File: src/rtl/ddr3_pwrup_pkg.sv
package ddr3_pwrup_pkg;

    typedef enum logic [2:0] {
        S_IDLE  = 3'd0,
        S_RST   = 3'd1,
        S_CKEW  = 3'd2,
        S_INIT  = 3'd3,
        S_TMOFF = 3'd4,
        S_TMON  = 3'd5,
        S_DONE  = 3'd6,
        S_FAIL  = 3'd7
    } seq_state_e;

endpackage

File: src/rtl/ddr3_cke_wait_calc.sv
module ddr3_cke_wait_calc #(
    parameter int     CFG_W     = 17,
    parameter int     OUT_W     = 20,
    parameter longint FIXED_CYC = 100
) (
    input  logic [CFG_W-1:0] cfg_i,
    input  logic             x3_i,
    output logic [OUT_W-1:0] wait_o
);
    logic [OUT_W-1:0] scaled;
    logic [OUT_W-1:0] floor_cyc;

    // Longer of the fixed settle time and the scaled programmed count.
    always_comb begin
        floor_cyc = OUT_W'(FIXED_CYC);
        scaled    = OUT_W'(cfg_i) * (x3_i ? OUT_W'(3) : OUT_W'(2));
        wait_o    = (scaled > floor_cyc) ? scaled : floor_cyc;
    end
endmodule

File: src/rtl/ddr3_rst_pin.sv
module ddr3_rst_pin (
    input  logic assert_i,
    input  logic pol_hi_i,
    output logic pin_o
);
    // The strap picks the electrical level that means "in reset".
    always_comb pin_o = pol_hi_i ? assert_i : !assert_i;
endmodule

File: src/rtl/ddr3_pwrup_seq.sv
module ddr3_pwrup_seq
    import ddr3_pwrup_pkg::*;
#(
    parameter int CYC_PER_US = 24,
    parameter int RESET_US   = 200,
    parameter int CKE_US     = 500,
    parameter int TMO_US     = 1000000,
    parameter int CFG_W      = 17
) (
    input  logic             clk,
    input  logic             rst_n,
    input  logic             start_i,
    input  logic             rst_pol_hi_i,
    input  logic [CFG_W-1:0] cke_cfg_i,
    input  logic             cke_x3_i,
    input  logic             init_done_i,
    output logic             mem_rst_o,
    output logic             cke_o,
    output logic             init_req_o,
    output logic             tm_en_o,
    output logic             done_o,
    output logic             error_o
);
    localparam longint RST_CYC = longint'(RESET_US) * CYC_PER_US;
    localparam longint CKE_CYC = longint'(CKE_US) * CYC_PER_US;
    localparam longint TMO_CYC = longint'(TMO_US) * CYC_PER_US;
    localparam longint US_CYC  = longint'(CYC_PER_US);
    localparam longint SCL_MAX = 3 * ((longint'(1) << CFG_W) - 1);
    localparam longint BIG_A   = (TMO_CYC > SCL_MAX) ? TMO_CYC : SCL_MAX;
    localparam longint BIG_B   = (RST_CYC > CKE_CYC) ? RST_CYC : CKE_CYC;
    localparam longint BIG     = (BIG_A > BIG_B) ? BIG_A : BIG_B;
    localparam int     CNT_W   = $clog2(BIG + 1);

    typedef struct packed {
        seq_state_e       st;
        logic [CNT_W-1:0] cnt;
    } seq_t;

    seq_t             seq_d, seq_q;
    logic [CNT_W-1:0] cke_wait;
    logic             rst_active;
    logic             busy;

    ddr3_cke_wait_calc #(
        .CFG_W    (CFG_W),
        .OUT_W    (CNT_W),
        .FIXED_CYC(CKE_CYC)
    ) i_wait (
        .cfg_i (cke_cfg_i),
        .x3_i  (cke_x3_i),
        .wait_o(cke_wait)
    );

    ddr3_rst_pin i_pin (
        .assert_i(rst_active),
        .pol_hi_i(rst_pol_hi_i),
        .pin_o   (mem_rst_o)
    );

    // Each timed phase loads its length minus one and leaves when the count reaches zero.
    always_comb begin
        seq_d = seq_q;
        unique case (seq_q.st)
            S_IDLE, S_DONE, S_FAIL: begin
                if (start_i) begin
                    seq_d.st  = S_RST;
                    seq_d.cnt = CNT_W'(RST_CYC - 1);
                end
            end
            S_RST: begin
                if (seq_q.cnt == '0) begin
                    seq_d.st  = S_CKEW;
                    seq_d.cnt = cke_wait - CNT_W'(1);
                end else begin
                    seq_d.cnt = seq_q.cnt - CNT_W'(1);
                end
            end
            S_CKEW: begin
                if (seq_q.cnt == '0) begin
                    seq_d.st  = S_INIT;
                    seq_d.cnt = CNT_W'(TMO_CYC - 1);
                end else begin
                    seq_d.cnt = seq_q.cnt - CNT_W'(1);
                end
            end
            S_INIT: begin
                // A completion strobe beats expiry in the same cycle.
                if (init_done_i) begin
                    seq_d.st  = S_TMOFF;
                    seq_d.cnt = CNT_W'(US_CYC - 1);
                end else if (seq_q.cnt == '0) begin
                    seq_d.st  = S_FAIL;
                end else begin
                    seq_d.cnt = seq_q.cnt - CNT_W'(1);
                end
            end
            S_TMOFF: begin
                if (seq_q.cnt == '0) begin
                    seq_d.st  = S_TMON;
                    seq_d.cnt = CNT_W'(US_CYC - 1);
                end else begin
                    seq_d.cnt = seq_q.cnt - CNT_W'(1);
                end
            end
            S_TMON: begin
                if (seq_q.cnt == '0) begin
                    seq_d.st = S_DONE;
                end else begin
                    seq_d.cnt = seq_q.cnt - CNT_W'(1);
                end
            end
            default: seq_d = seq_q;
        endcase
    end

    always_ff @(posedge clk or negedge rst_n) begin
        if (!rst_n) begin
            seq_q <= '{st: S_IDLE, cnt: '0};
        end else begin
            seq_q <= seq_d;
        end
    end

    always_comb begin
        rst_active = (seq_q.st == S_IDLE) || (seq_q.st == S_RST);
        busy       = !(seq_q.st inside {S_IDLE, S_DONE, S_FAIL});
        cke_o      = seq_q.st inside {S_INIT, S_TMOFF, S_TMON, S_DONE, S_FAIL};
        init_req_o = (seq_q.st == S_INIT);
        tm_en_o    = (seq_q.st != S_TMOFF);
        done_o     = (seq_q.st == S_DONE);
        error_o    = (seq_q.st == S_FAIL);
    end

    p_cke_after_release_r2: assert property (@(posedge clk) disable iff (!rst_n)
        $rose(cke_o) |-> !rst_active);

    p_req_with_cke_r4: assert property (@(posedge clk) disable iff (!rst_n)
        init_req_o |-> cke_o);

    p_req_drop_r4: assert property (@(posedge clk) disable iff (!rst_n)
        (init_req_o && init_done_i) |=> (!init_req_o && !error_o));

    p_flags_exclusive_r5: assert property (@(posedge clk) disable iff (!rst_n)
        !(done_o && error_o));

    p_busy_start_ignored_r7: assert property (@(posedge clk) disable iff (!rst_n)
        (busy && start_i && seq_q.st != S_RST) |=> !rst_active);

    p_done_hold_r8: assert property (@(posedge clk) disable iff (!rst_n)
        (done_o && !start_i) |=> done_o);

    p_error_hold_r8: assert property (@(posedge clk) disable iff (!rst_n)
        (error_o && !start_i) |=> error_o);

    p_restart_r8: assert property (@(posedge clk) disable iff (!rst_n)
        ((done_o || error_o) && start_i) |=> (rst_active && !cke_o));
endmodule

File: config.mk
export PLATFORM = sky130hd
export DESIGN_NAME = ddr3_pwrup_seq
export DESIGN_NICKNAME = d
export VERILOG_FILES = /design/src/rtl/ddr3_pwrup_pkg.sv /design/src/rtl/ddr3_cke_wait_calc.sv /design/src/rtl/ddr3_rst_pin.sv /design/src/rtl/ddr3_pwrup_seq.sv
export SDC_FILE = /design/constraint.sdc
export NUM_CORES = 1
export LEC_CHECK = 0
export ABC_AREA = 0
export BUFFER_PORTS_ARGS = -buffer_cell sky130_fd_sc_hd__buf_2
export CAP_MARGIN = 40
export CORE_MARGIN = 2
export CORE_UTILIZATION = 50
export DETAILED_ROUTE_END_ITERATION = 10
export GPL_TIMING_DRIVEN = 0
export PLACE_DENSITY = 0.71
export SLEW_MARGIN = 30
export SYNTH_ARGS = -nofsm -noshare
export SYNTH_HDL_FRONTEND = slang
export SYNTH_SLANG_ARGS = --single-unit
File: constraint.sdc
create_clock -name clk -period 3.4 [get_ports clk]
set_input_delay 0.34 -clock clk [delete_from_list [all_inputs] [get_ports clk]]
set_output_delay 0.34 -clock clk [all_outputs]
set_load 0.01 [all_outputs]
==> results_dict.tcl <==
set metrics [dict create \
    synth_flop_cell "dfrtp_1" \
    synth_common_cells "nor2_1 (44), a21oi_1 (41), nand2_1 (38)" \
    status "finished, violations left" \
    fin_cells 650 \
    startpoint_type "input port" \
    max_cap_violations 0 \
    grt_pass1_wl_um 17170 \
    cts_root_buffer "clkbuf_8" \
    die_w_um 88.05 \
    io-pin-count 29 \
    cp_cell_sequence "buf_12 -> clkbuf_16 -> buf_4 -> and2_4 -> ha_4 -> and4_4 -> and2_1 -> o21a_1 -> or4_1 -> and3_4 -> or4_4 -> or3_1 -> buf_6 -> nand2_4 -> ha_4 -> nor3b_4 -> buf_6 -> nand2_8 -> nor2_4 -> xnor2_2 -> a41o_1 -> o31ai_2" \
    fp-row-count 30 \
    total_power_w 0.001410 \
    syn-cell-area_mm2 0.003532 \
    setup_viol 19 \
    clkSinkCount 28 \
    dp_hpwl_um 7257 \
    layout-area-overhead-vs-synth_pct 34.68 \
    avgViaCountPerCell 6.211 \
    initial_utilization_pct 51.70 \
    slew_viol_final 0 \
    max_stage_delay_ps 540 \
    synth-seq-cells 28 \
    synth-edff-count 0 \
    finalCritPeriodShare_pct 131.0 \
    cts.clk_slew.worst_paths_ps 100 \
    grt_max_degree 29 \
    fin_nets 598 \
    h-tree-depth 1 \
    reg.largest.list "seq_q x28" \
    seq_area_um2 700.7 \
    hold_class "input port to asynchronous set/reset pin" \
    yosysSeqAreaShare_pct 19.84 \
    die-area_mm2 0.007753 \
    power.leakage_nw 1.882 \
    cts_buffer_depth 2 \
    worst-setup-path-type "input port to register" \
    yosysUniqueCellTypes 64 \
    insertion_delay_ps 280 \
    antenna_found_initial 0 \
    dp_cells 607 \
    ys_warn_count 0 \
    min_period_ps 4454 \
    largest_register "seq_q" \
    drtIter0Drc 333 \
    antenna_left 0 \
    max_slew_margin_pct 44.59 \
    grt_pass1_vias 3704 \
    fmax_ghz 0.2245 \
    routabilityCongestion 0.8909 \
    multi_input_area_mm2 0.003187 \
    cts_buffers 3 \
    grt-ovfl-total 0 \
    utilization_pct 69.63 \
    vdd_drop_max_v 0.0001752 \
    final_area_mm2 0.004757 \
    p_per_area_mw_per_mm2 296.4 \
    drive_gt1_share_pct 29.96 \
    vias 4037 \
    crit_path_top_delay_cell "or4_4" \
    synthMostInstantiatedCell "nor2_1" \
    async_flop_share_pct 100.0 \
    synth_top_cell_by_area "dfrtp_1" \
    critPathCaptureType "register" \
    crit_fanout 6 \
    fp.dieH_um 88.05 \
    synth_top_area_share_pct 19.84 \
    rsz0062_at_grt "yes" \
    cts.hold.buffers_added 0 \
    route.detailed.drc 0 \
    placed_area_mm2 0.003943 \
    finClkSkew_ps 5.272 \
    syn_inst 483 \
    syn-num-nets 526 \
    wire_per_inst_um 16.46 \
    diodes 0 \
    routed_wl_um 10700 \
    layout_setup_ws_ps -1054 \
    track_usage_pct 27.37 \
    fill_cells 562 \
    place.port_buffers 28 \
    hold_violations 0 \
    tightest_slew_ps 831.2 \
    required_ps 3600 \
    coreArea_mm2 0.006832 \
    first_pass_iters 5 \
    yosys-top-cells-area "dfrtp_1 (20%), ha_1 (6.7%), a21oi_1 (5.8%), nor2_1 (4.7%), xnor2_1 (4.5%)" \
    worstPathArrival_ps 4650 \
    cts_tree "built" \
    largest_register_ffs 28 \
    violations "negative setup slack" \
    avgSynthCellArea_um2 7.313 \
]
through the flow:
| stage | worst slack, ps | hold slack, ps | TNS, ps |
|---|---|---|---|
| floorplan | -1312 | 44.41 | -11870 |
| global placement | -1856 | 408.9 | -23610 |
| detailed placement | -1942 | 413.8 | -25320 |
| CTS | -941.4 | 101.0 | -9983 |
| global route | -1124 | 135.6 | -11060 |
| finish | -1054 | 75.99 | -9110 |
worst max-delay path, delay by kind of cell:
kind            cells  cell delay [ps]
compound gates      3              670
xor+xnor            1               90
fa+ha+maj           2              370
buf+inv             5              680
simple gates       11             2480
layout by cell type, fill, tap and decap left out, types with 5 or more instances in the layout:
cell,n
nor2_1,38
nand2_1,36
a21oi_1,35
buf_4,35
dfrtp_1,28
buf_2,26
o21ai_0,22
nor3_1,21
clkbuf_1,17
xnor2_1,16
nand3_1,13
and2_1,12
a31oi_1,11
inv_1,10
nand2b_1,10
or3_1,9
o31ai_1,9
buf_6,9
ha_1,9
ha_4,9
a21o_1,8
and2_4,7
nand4_1,7
nor4_1,7
o21a_1,6
nor2b_1,6
nor3_2,6
and3_1,5
o211ai_1,5
repair_timing:
item                                   CTS  global route
resized for setup                       54            50
endpoints found under the hold margin    0             0
setup endpoints to repair               23            24
setup buffers                           31            15
pin swaps                               31            16
final cells by class:
type                       instances  area share, %
sequential                        28          14.73
buffer                            21          2.315
clock buffer                       4          1.157
timing repair buffer              73          11.42
tap                               96          2.525
multi-input combinational        417          66.99
inverter                          11         0.8680
final timing paths:
check | startpoint | end | slack, ps | depth (start not counted)
max | cke_x3_i | seq_q[6] | -1050 | 22
min | rst_n | seq_q[26] | 80 | 1
max reg2reg | seq_q[11] | seq_q[22] | -10 | 12
min reg2reg | seq_q[23] | seq_q[23] | 490 | 1
max in group asynchronous | rst_n | seq_q[8] | 2900 | 1
min in group clk | start_i | seq_q[27] | 300 | 2
cells by family (layout without fill, tap and decap cells):
group                      Yosys count  in the layout  share of synthesized area [%]
AOI/OAI and AO/OA                  150            150                          28.41
and+or+nand+nor                    219            219                          32.80
xor gates and xnor gates            24             24                          5.951
DFF                                 28             28                          19.84
buffers and inverters               38            109                          4.569
muxes                                4              4                          1.134
adders and majority gates           20             20                          7.297
power by group:
part | internal [W] | switching (W) | total [W]
registers | 0.000394 | 0.0000715 | 0.000466
logic | 0.000342 | 0.000384 | 0.000725
clock network | 0.000104 | 0.000115 | 0.000219
total | 0.000840 | 0.000570 | 0.00141
per-layer routing:
layer	vias to the layer above	wire length, um	global-route usage, %	part of all wire, %
met1	1905	4540	34.25	42
met4	0	259	8.540	2.4
met3	22	445	1.225	4.2
li1	1960	-	-	-
met5	-	0	0	0
met2	150	5453	50.55	51
Power figures use the tool's default switching activity.
